===== src/rtl/spu_pkg.sv =====
// Shared types for the stack pointer unit.
// Assumes a 2-bit operation code on the request port.
package spu_pkg;
    typedef enum logic [1:0] {
        OP_PUSH = 2'd0,
        OP_POP  = 2'd1,
        OP_CALL = 2'd2,
        OP_EXC  = 2'd3
    } stk_op_e;

    localparam logic SEL_PTR = 1'b0;
    localparam logic SEL_LIM = 1'b1;

    // True for the operations that build a two-word frame
    function automatic logic is_frame(stk_op_e op);
        return (op == OP_CALL) || (op == OP_EXC);
    endfunction
endpackage


===== src/rtl/spu_ptr_regs.sv =====
// Pointer and ceiling registers.
// The pointer is written by the sequencer, or by the register port when it
// is not blocked. The ceiling has no reset; a valid flag marks its first write.
// A ceiling write is forwarded to the comparator in the same cycle.
module spu_ptr_regs #(
    parameter int          AW      = 16,
    parameter int unsigned SP_INIT = 'h0800
) (
    input  logic          clk,
    input  logic          rst_n,
    input  logic          reg_we,
    input  logic          reg_sel,
    input  logic [AW-1:0] reg_wdata,
    input  logic          wr_block,
    input  logic          upd_en,
    input  logic [AW-1:0] upd_val,
    output logic [AW-1:0] sp_q,
    output logic [AW-1:0] lim_q,
    output logic [AW-1:0] lim_eff,
    output logic          lim_ok
);
    import spu_pkg::*;

    localparam logic [AW-1:0] ALIGN = ~AW'(1);

    logic          lim_seen_q;
    logic          lim_wr;
    logic          ptr_wr;
    logic [AW-1:0] wdata_al;

    assign wdata_al = reg_wdata & ALIGN;
    assign lim_wr   = reg_we && (reg_sel == SEL_LIM);
    assign ptr_wr   = reg_we && (reg_sel == SEL_PTR) && !wr_block;

    // Forward a same-cycle ceiling write to the comparator
    always_comb begin
        lim_eff = lim_wr ? wdata_al : lim_q;
        lim_ok  = lim_seen_q || lim_wr;
    end

    // Pointer register: the stack update wins over the register port
    always_ff @(posedge clk) begin
        if (!rst_n)
            sp_q <= AW'(SP_INIT) & ALIGN;
        else if (upd_en)
            sp_q <= upd_val & ALIGN;
        else if (ptr_wr)
            sp_q <= wdata_al;
    end

    // Ceiling register: intentionally left without reset
    always_ff @(posedge clk) begin
        if (lim_wr)
            lim_q <= wdata_al;
    end

    // Ceiling-valid flag: cleared by reset, set by the first ceiling write
    always_ff @(posedge clk) begin
        if (!rst_n)
            lim_seen_q <= 1'b0;
        else if (lim_wr)
            lim_seen_q <= 1'b1;
    end
endmodule


===== src/rtl/spu_bound_chk.sv =====
// Bound comparator for one stack request.
// Overflow: the highest word a push writes lies above the ceiling (pushes
// only, and only once the ceiling is valid). Underflow: the address
// generated lies below the fixed floor. Comparisons use one extra bit so
// that pointer plus two cannot wrap.
module spu_bound_chk #(
    parameter int          AW    = 16,
    parameter int unsigned FLOOR = 'h0800
) (
    input  spu_pkg::stk_op_e op,
    input  logic [AW-1:0]    sp,
    input  logic [AW-1:0]    lim,
    input  logic             lim_ok,
    output logic             ovf,
    output logic             unf
);
    import spu_pkg::*;

    localparam logic [AW:0] FLOOR_X = (AW+1)'(FLOOR);
    localparam logic [AW:0] TWO_X   = (AW+1)'(2);

    logic [AW:0] sp_x;
    logic [AW:0] top_x;
    logic        is_push;

    // Highest address written by the request and the two bound tests
    always_comb begin
        sp_x    = {1'b0, sp};
        is_push = (op != OP_POP);
        top_x   = is_frame(op) ? sp_x + TWO_X : sp_x;
        ovf     = is_push && lim_ok && (top_x > {1'b0, lim});
        unf     = is_push ? (sp_x < FLOOR_X) : (sp_x < FLOOR_X + TWO_X);
    end
endmodule


===== src/rtl/spu_frame_seq.sv =====
// Access sequencer. It accepts one request per cycle while not busy, drives
// the memory port, and runs the second word of a call or exception frame in
// the following cycle. A request that breaks a bound makes no access and
// causes a one-cycle trap pulse. Memory reads return one cycle after the
// read strobe.
module spu_frame_seq #(
    parameter int AW  = 16,
    parameter int DW  = 16,
    parameter int PCW = 23,
    parameter int SRW = 8
) (
    input  logic             clk,
    input  logic             rst_n,
    input  logic             req_valid,
    input  spu_pkg::stk_op_e op,
    input  logic [DW-1:0]    push_data,
    input  logic [PCW-1:0]   pc_in,
    input  logic [SRW-1:0]   stat_in,
    input  logic             ovf,
    input  logic             unf,
    input  logic [AW-1:0]    sp,
    input  logic [DW-1:0]    mem_rdata,
    output logic             accept,
    output logic             busy,
    output logic             upd_en,
    output logic [AW-1:0]    upd_val,
    output logic             mem_we,
    output logic             mem_re,
    output logic [AW-1:0]    mem_addr,
    output logic [DW-1:0]    mem_wdata,
    output logic             trap,
    output logic             pop_valid,
    output logic [DW-1:0]    pop_data
);
    import spu_pkg::*;

    localparam int          PC_HI_W = PCW - DW;
    localparam logic [AW-1:0] STEP  = AW'(2);

    logic          second_q;
    logic [DW-1:0] hi_q;
    logic          rd_pend_q;
    logic          trap_q;
    logic          err;
    logic          go;
    logic [DW-1:0] hi_next;

    assign accept = req_valid && !second_q;
    assign err    = ovf || unf;
    assign go     = accept && !err;

    // Second frame word: zero-extended for calls, status byte on top for exceptions
    always_comb begin
        if (op == OP_EXC)
            hi_next = DW'({stat_in, 1'b0, pc_in[PCW-1:DW]});
        else
            hi_next = DW'(pc_in[PCW-1:DW]);
    end

    // Memory port and pointer update for the current cycle
    always_comb begin
        mem_we    = 1'b0;
        mem_re    = 1'b0;
        mem_addr  = sp;
        mem_wdata = push_data;
        upd_en    = 1'b0;
        upd_val   = sp;
        if (second_q) begin
            mem_we    = 1'b1;
            mem_wdata = hi_q;
            upd_en    = 1'b1;
            upd_val   = sp + STEP;
        end else if (go) begin
            unique case (op)
                OP_PUSH: begin
                    mem_we  = 1'b1;
                    upd_en  = 1'b1;
                    upd_val = sp + STEP;
                end
                OP_POP: begin
                    mem_re   = 1'b1;
                    mem_addr = sp - STEP;
                    upd_en   = 1'b1;
                    upd_val  = sp - STEP;
                end
                default: begin
                    mem_we    = 1'b1;
                    mem_wdata = pc_in[DW-1:0];
                    upd_en    = 1'b1;
                    upd_val   = sp + STEP;
                end
            endcase
        end
    end

    // Sequencer state: frame phase, latched high word, read pending, trap pulse
    always_ff @(posedge clk) begin
        if (!rst_n) begin
            second_q  <= 1'b0;
            hi_q      <= '0;
            rd_pend_q <= 1'b0;
            trap_q    <= 1'b0;
        end else begin
            trap_q    <= accept && err;
            rd_pend_q <= go && (op == OP_POP);
            second_q  <= go && is_frame(op);
            if (go && is_frame(op))
                hi_q <= hi_next;
        end
    end

    assign busy      = second_q;
    assign trap      = trap_q;
    assign pop_valid = rd_pend_q;
    assign pop_data  = mem_rdata;

    // The packed exception word must fill exactly one data word
    initial begin
        if (SRW + 1 + PC_HI_W != DW)
            $display("spu_frame_seq: frame word packing width mismatch");
    end
endmodule


===== src/rtl/spu_stack_unit.sv =====
// Top of the bounded stack pointer unit. It ties the register block, the
// bound comparator and the access sequencer together. It assumes a
// word-wide data memory with byte addresses and a one-cycle read latency.
module spu_stack_unit #(
    parameter int          AW      = 16,
    parameter int          DW      = 16,
    parameter int          PCW     = 23,
    parameter int          SRW     = 8,
    parameter int unsigned SP_INIT = 'h0800,
    parameter int unsigned FLOOR   = 'h0800
) (
    input  logic           clk,
    input  logic           rst_n,
    input  logic           req_valid,
    input  logic [1:0]     req_op,
    input  logic [DW-1:0]  push_data,
    input  logic [PCW-1:0] pc_in,
    input  logic [SRW-1:0] stat_in,
    output logic           busy,
    output logic           pop_valid,
    output logic [DW-1:0]  pop_data,
    output logic           trap,
    output logic           mem_we,
    output logic           mem_re,
    output logic [AW-1:0]  mem_addr,
    output logic [DW-1:0]  mem_wdata,
    input  logic [DW-1:0]  mem_rdata,
    input  logic           reg_we,
    input  logic           reg_sel,
    input  logic [AW-1:0]  reg_wdata,
    output logic [AW-1:0]  sp_out,
    output logic [AW-1:0]  lim_out
);
    import spu_pkg::*;

    stk_op_e       op;
    logic [AW-1:0] sp_q;
    logic [AW-1:0] lim_q;
    logic [AW-1:0] lim_eff;
    logic          lim_ok;
    logic          ovf;
    logic          unf;
    logic          accept;
    logic          upd_en;
    logic [AW-1:0] upd_val;

    assign op = stk_op_e'(req_op);

    spu_ptr_regs #(.AW(AW), .SP_INIT(SP_INIT)) u_regs (
        .clk       (clk),
        .rst_n     (rst_n),
        .reg_we    (reg_we),
        .reg_sel   (reg_sel),
        .reg_wdata (reg_wdata),
        .wr_block  (accept || busy),
        .upd_en    (upd_en),
        .upd_val   (upd_val),
        .sp_q      (sp_q),
        .lim_q     (lim_q),
        .lim_eff   (lim_eff),
        .lim_ok    (lim_ok)
    );

    spu_bound_chk #(.AW(AW), .FLOOR(FLOOR)) u_chk_bounds (
        .op     (op),
        .sp     (sp_q),
        .lim    (lim_eff),
        .lim_ok (lim_ok),
        .ovf    (ovf),
        .unf    (unf)
    );

    spu_frame_seq #(.AW(AW), .DW(DW), .PCW(PCW), .SRW(SRW)) u_seq (
        .clk       (clk),
        .rst_n     (rst_n),
        .req_valid (req_valid),
        .op        (op),
        .push_data (push_data),
        .pc_in     (pc_in),
        .stat_in   (stat_in),
        .ovf       (ovf),
        .unf       (unf),
        .sp        (sp_q),
        .mem_rdata (mem_rdata),
        .accept    (accept),
        .busy      (busy),
        .upd_en    (upd_en),
        .upd_val   (upd_val),
        .mem_we    (mem_we),
        .mem_re    (mem_re),
        .mem_addr  (mem_addr),
        .mem_wdata (mem_wdata),
        .trap      (trap),
        .pop_valid (pop_valid),
        .pop_data  (pop_data)
    );

    assign sp_out  = sp_q;
    assign lim_out = lim_q;
endmodule


===== config.mk =====
export PLATFORM = sky130hd
export DESIGN_NAME = spu_stack_unit
export DESIGN_NICKNAME = d
export VERILOG_FILES = /design/src/rtl/spu_pkg.sv /design/src/rtl/spu_ptr_regs.sv /design/src/rtl/spu_bound_chk.sv /design/src/rtl/spu_frame_seq.sv /design/src/rtl/spu_stack_unit.sv
export SDC_FILE = /design/constraint.sdc
export NUM_CORES = 1
export LEC_CHECK = 0
export ABC_AREA = 1
export CAP_MARGIN = 10
export CORE_MARGIN = 3
export CORE_UTILIZATION = 40
export CTS_CLUSTER_SIZE = 16
export DETAILED_ROUTE_END_ITERATION = 16
export GPL_ROUTABILITY_DRIVEN = 0
export MAX_ROUTING_LAYER = met4
export PLACE_DENSITY = 0.83
export SETUP_SLACK_MARGIN = 0.3
export SYNTH_ARGS = -nofsm -noshare
export SYNTH_HDL_FRONTEND = slang
export SYNTH_SLANG_ARGS = --single-unit

===== constraint.sdc =====
create_clock -name clk -period 8.75 [get_ports clk]
set_input_delay 0.875 -clock clk [delete_from_list [all_inputs] [get_ports clk]]
set_output_delay 0.875 -clock clk [all_outputs]
set_load 0.05 [all_outputs]

After elaboration in Yosys (flattened, before gate mapping)
Cells that the tools add are included.
- memories: 0
- bits in read-only memories: 0
- input port bits: 86
- output and inout bits: 85
- word-level logic and storage cells: 63
- bits in writable memories: 0
- bits in registers: 51
- bits in latches: 0
- eq/ne operators: 5
- multiplexer cells: 23
- bitwise gates (word level): 1
- reductions and logical operators: 21
- add/subtract/negate cells: 3
- shift-type cells: 0
- multiply operators: 0
- divide/modulo/power cells: 0
- $lt $le $gt $ge: 3
- operators with widths (cell ; count):
    $mux W16 ; 13
    $lt A16 B12 Y1 const B ; 2
    $add A16 B2 Y17 const B ; 1
    $gt A17 B16 Y1 ; 1
    $mux W17 ; 1
    $add A16 B2 Y16 const B ; 1
    $sub A16 B2 Y16 const B ; 1
    $logic_and A1 B1 Y1 ; 10
    $mux W1 ; 9
    $eq A2 B2 Y1 const B ; 2
    $logic_or A1 B1 Y1 ; 4
    $logic_not A1 Y1 ; 3
    $ne A3 B1 Y1 const B ; 1
    $eq A2 B1 Y1 const B ; 1
    $logic_not A2 Y1 ; 1
    $ne A2 B1 Y1 const B ; 1
    $reduce_and A2 Y1 ; 1
    $reduce_bool A2 Y1 ; 1
    $reduce_or A2 Y1 ; 1
    $not A1 Y1 ; 1

Depth between registers and ports, before layout
- depth in word-level cells: 12
- mapped depth: 24
- gate-level depth less buffers: 23

Modules after synthesis
From an unflattened synthesis, not the netlist that was laid out.
- cell total of the unflattened synthesis: 730
- area total of the unflattened synthesis: 4445.5 um^2
- modules (own cells, without submodules) (module ; cells each ; times used ; seq. area each (um^2) ; area an instance (um^2)):
    spu_frame_seq ; 392 ; 1 ; 360.3 ; 2183.3
    spu_ptr_regs ; 176 ; 1 ; 640.6 ; 1341.3
    spu_bound_chk ; 159 ; 1 ; 0.0 ; 909.6
    spu_stack_unit ; 3 ; 1 ; 0.0 ; 11.3

Worst setup path before layout
No wires, ideal clock.
- kind: register -> output
- start: register u_regs.sp_q[2]
- end: output port mem_addr[13]
- setup slack: 3.792 ns
- arrival: 4.083 ns
- stages on the path, launching flop included: 20
- data required time: 7.875 ns
- path buffers: 1
- cell sequence: dfxtp_1 -> ha_1 -> nand2_1 -> nor2_1 -> nand3_1 -> nor3_1 -> xor2_1 -> o21ai_0 -> ha_1 -> nand3_1 -> nor2_1 -> nand3_1 -> nor2_1 -> nand2_1 -> nand2_1 -> nand2_2 -> nand3_4 -> nor2_2 -> buf_2 -> o21ai_0
- longest elaborated chain between the ends: 9
- elaborated cells on any way between the ends: 14
- classes of those cells: add/sub (2); order compare (3); mux (5); reduce/logical (4)
- RTL lines (element ; RTL line ; source):
    start, declared ; spu_ptr_regs.sv:17 ; output logic [AW-1:0] sp_q,
    start signal, assigned ; spu_ptr_regs.sv:44 ; sp_q <= AW'(SP_INIT) & ALIGN;
    start signal, assigned ; spu_ptr_regs.sv:46 ; sp_q <= upd_val & ALIGN;
    start signal, assigned ; spu_ptr_regs.sv:48 ; sp_q <= wdata_al;
    $add A16 B2 Y17 ; spu_bound_chk.sv:30 ; top_x = is_frame(op) ? sp_x + TWO_X : sp_x;
    $mux W17 ; spu_bound_chk.sv:30 ;
    $gt A17 B16 Y1 ; spu_bound_chk.sv:31 ; ovf = is_push && lim_ok && (top_x > {1'b0, lim});
    $logic_and A1 B1 Y1 ; spu_bound_chk.sv:31 ;
    $logic_or A1 B1 Y1 ; spu_frame_seq.sv:49 ; assign err = ovf || unf;
    $logic_not A1 Y1 ; spu_frame_seq.sv:50 ; assign go = accept && !err;
    $logic_and A1 B1 Y1 ; spu_frame_seq.sv:50 ;
    $mux W16 * ; spu_frame_seq.sv:73 ; end else if (go) begin
    $mux W16 * ; spu_frame_seq.sv:68 ; if (second_q) begin
    end, declared ; spu_stack_unit.sv:25 ; output logic [AW-1:0] mem_addr,
Every way passes the cells marked *; elsewhere a longest branch is shown, timed or not.

Worst setup path after layout
- start: input port reg_sel
- end: output port mem_wdata[2]
- longest elaborated chain between the ends: 9
- elaborated cells on any way between the ends: 11
- classes of those cells: order compare (1); mux (3); reduce/logical (7)
- RTL lines (element ; RTL line ; source):
    start, declared ; spu_stack_unit.sv:29 ; input logic reg_sel,
    $logic_and A1 B1 Y1 * ; spu_ptr_regs.sv:32 ; assign lim_wr = reg_we && (reg_sel == SEL_LIM);
    $mux W16 / $logic_or A1 B1 Y1 (equally long branches) ; spu_ptr_regs.sv:37, spu_ptr_regs.sv:38 ;
    $gt A17 B16 Y1 / $logic_and A1 B1 Y1 (equally long branches) ; spu_bound_chk.sv:31 ;
    $logic_and A1 B1 Y1 * ; spu_bound_chk.sv:31 ;
    $logic_or A1 B1 Y1 * ; spu_frame_seq.sv:49 ;
    $logic_not A1 Y1 * ; spu_frame_seq.sv:50 ;
    $logic_and A1 B1 Y1 * ; spu_frame_seq.sv:50 ;
    $mux W16 * ; spu_frame_seq.sv:73 ;
    $mux W16 * ; spu_frame_seq.sv:68 ;
    end, declared ; spu_stack_unit.sv:26 ; output logic [DW-1:0] mem_wdata,
Marked as above.

==> out/results.ini <==
[synthesis]
synth-main-ff-cell=dfxtp_1
syn_area_per_cell_um2=5.921
synth.top_cells.by_area=dfxtp_1, nand2_1, inv_1
synth_top_cell_by_area=dfxtp_1
yosysTopAreaCellShare_pct=23.85
synth_most_common_cell=nand2_1
ys_ff_latch=50
ys_async_sr_fraction_pct=0
yosys-top-cells-count=nand2_1, inv_1, o21ai_0, nor2_1, dfxtp_1
synthDistinctLibCells=33
synthCells=709
synth-edff-count=0
netlist_area_mm2=0.004198
yosys_warnings=0
ys_seq_area_share_pct=23.85

[place]
portBuffers=135
hpwlAfterDp_um=9597
placed_area_mm2=0.005411

[route]
drc=0
ant_nets=0
drt_first_pass_iters=6
wl_per_cell_um=13.58
vias=4643
initialDrtViolationCount=403
wl_um=12670
viasPerCell=4.976

[sta]
clock.fmax_ghz=0.1459
hold_viol=0
slew_violations=0
min_period_ns=6.856
rsz0062_at_grt=false
worst_pin_slew_ns=0.9711
setup_violations=0
skew_ns=0.01025
period_share_pct=78.36
setup_tns_ns=0
hold_ws_ns=0.4655
max_slew_margin_pct=35.19

[cts]
post_cts_resized=0
cts.sinks=50
clockRootBuffer=clkbuf_8
cts_htree_levels=2
clk_latency_ns=0.31
cts_tree=yes
cts_buffers=5
hold_buffers=0
cts_max_path_buffers=2
post_cts_buffers=0
clkTransAtPathRegs_ns=0.09

[critical_path]
critical_path_required_ns=7.88
path_class=in2out
cp_common_cell=nand2_1
r2r-start=u_regs.sp_q[1]
crit_start=reg_sel
critPathMaxFanout=32
start_kind=primary input
worst_path_max_delay_cell=clkdlybuf4s50_1
path_cells=clkdlybuf4s50_1 -> nand2_1 -> inv_1 -> or2_2 -> o21ai_0 -> ha_1 -> nand2_1 -> nor2_1 -> nand3_1 -> nand3_1 -> nand2_1 -> nand2_1 -> nand2_2 -> nand3_4 -> nor2_4 -> inv_2 -> nand2_1 -> nand3_1 -> nand2_1 -> clkdlybuf4s50_1
slowest_delay_ns=0.81
end_kind=output port
crit_arrival_ns=5.98

[finish]
n_antenna_cell=0
areaGrowthSynthToFinish_pct=31.09
fin_util_pct=55.03
multi_input_area_mm2=0.002514
fin_nets=902
seqCellArea_mm2=0.001001
final_area_mm2=0.005503
fillers=995
drive_gt1_share_pct=5.125

[power]
power_density_mw_per_mm2=189.9
p_leak_nw=2.572
finalPower_w=0.001045
ir_worst_vdd_v=0.0001337

[global_route]
grt_overflow=0
grt_pass1_vias=4200
grt_antenna_before_repair=0
grt_first_pass_wirelength_um=20180
grt_usage_pct=21.72
grt_max_degree=44

[job]
cap_viol_max_count=0

[floorplan]
ioPinCount=171
die_w_um=108.4
core_region_area_mm2=0.01000
die-area_mm2=0.01176
dieHeight_um=108.4
initial_core_util_pct=41.98
placementRows=36

[status]
status=finished, final reports clean

[min_path]
min_from=u_seq.hi_q[12]
hp-class=reg2reg

[path summary, 6_finish.rpt]
check / to / slack [ns] / depth (start not counted)
setup / recovery: mem_wdata[2] / 1.89 / 20
hold / removal: u_seq.hi_q[12] / 0.47 / 2
setup reg to reg: u_seq.hi_q[14] / 4.29 / 21
hold reg to reg: u_seq.hi_q[12] / 0.47 / 2
[registers in the layout (all words and copies together) (netlist names)]
| name | count |
|---|---|
| u_seq.pop_valid | 1 |
| u_seq.hi_q | 15 |
| u_regs.lim_seen_q | 1 |
| u_regs.sp_q | 15 |
| u_seq.trap | 1 |
| u_regs.lim_q | 16 |
| u_seq.busy | 1 |
[routing by layer]
| metal | GRT usage [%] | wire length, µm | up-vias |
|---|---|---|---|
| met1 | 28.54 | 5583 | 2094 |
| met2 | 35.04 | 6114 | 145 |
| met5 | - | 0 | - |
| met4 | 5.951 | 254 | 0 |
| met3 | 2.925 | 717 | 21 |
| li1 | - | - | 2383 |
[area by class of cell]
class,instances,share of cell area (%)
clock inverter,1,0.09095
clock buffer,7,1.569
timing repair buffer,138,24.97
multi-input combinational,509,45.68
inverter,95,6.480
tap,133,3.024
sequential,50,18.19
[worst max-delay path, delay by kind of cell]
family          cells  cell delay, ns
fa+ha+maj           1            0.30
compound gates      1            0.13
simple gates       14            2.66
buf+inv             4            1.99
[logic make-up (layout without fill, tap and decap cells)]
logic type	Yosys count	count (layout)	synth area share, %
and+or+nand+nor	366	366	37.68
DFF	50	50	23.85
AOI/OAI and AO/OA	104	104	12.79
buffers and inverters	151	241	16.36
other	1	2	0.08933
xor gates and xnor gates	20	20	4.173
adders and majority gates	17	17	5.067
[report_power, final]
group          leakage [nW]  internal (W)  switching (W)
Combinational          2.11      0.000207       0.000397
Sequential            0.414      0.000256      0.0000420
Clock                0.0482     0.0000641      0.0000792
Total                  2.57      0.000527       0.000518
[cell usage in the layout (no fill, tap or decap), drive strengths merged, types with 17 or more instances in the layout]
cell type        n
clkdlybuf4s50  135
inv             93
ha              17
nor2            64
dfxtp           50
o21ai           67
nand2          216
a21oi           30
xor2            19
nand3           51
[through the flow]
| stage | setup WS, ns | instances |
|---|---|---|
| finish | 1.894 | 933 |
| global route | 1.376 | 933 |
| CTS | 1.838 | 933 |
| detailed placement | 1.837 | 925 |
| global placement | 1.912 | 925 |
| floorplan | 3.792 | 710 |
(Power assumes the default switching activity.)
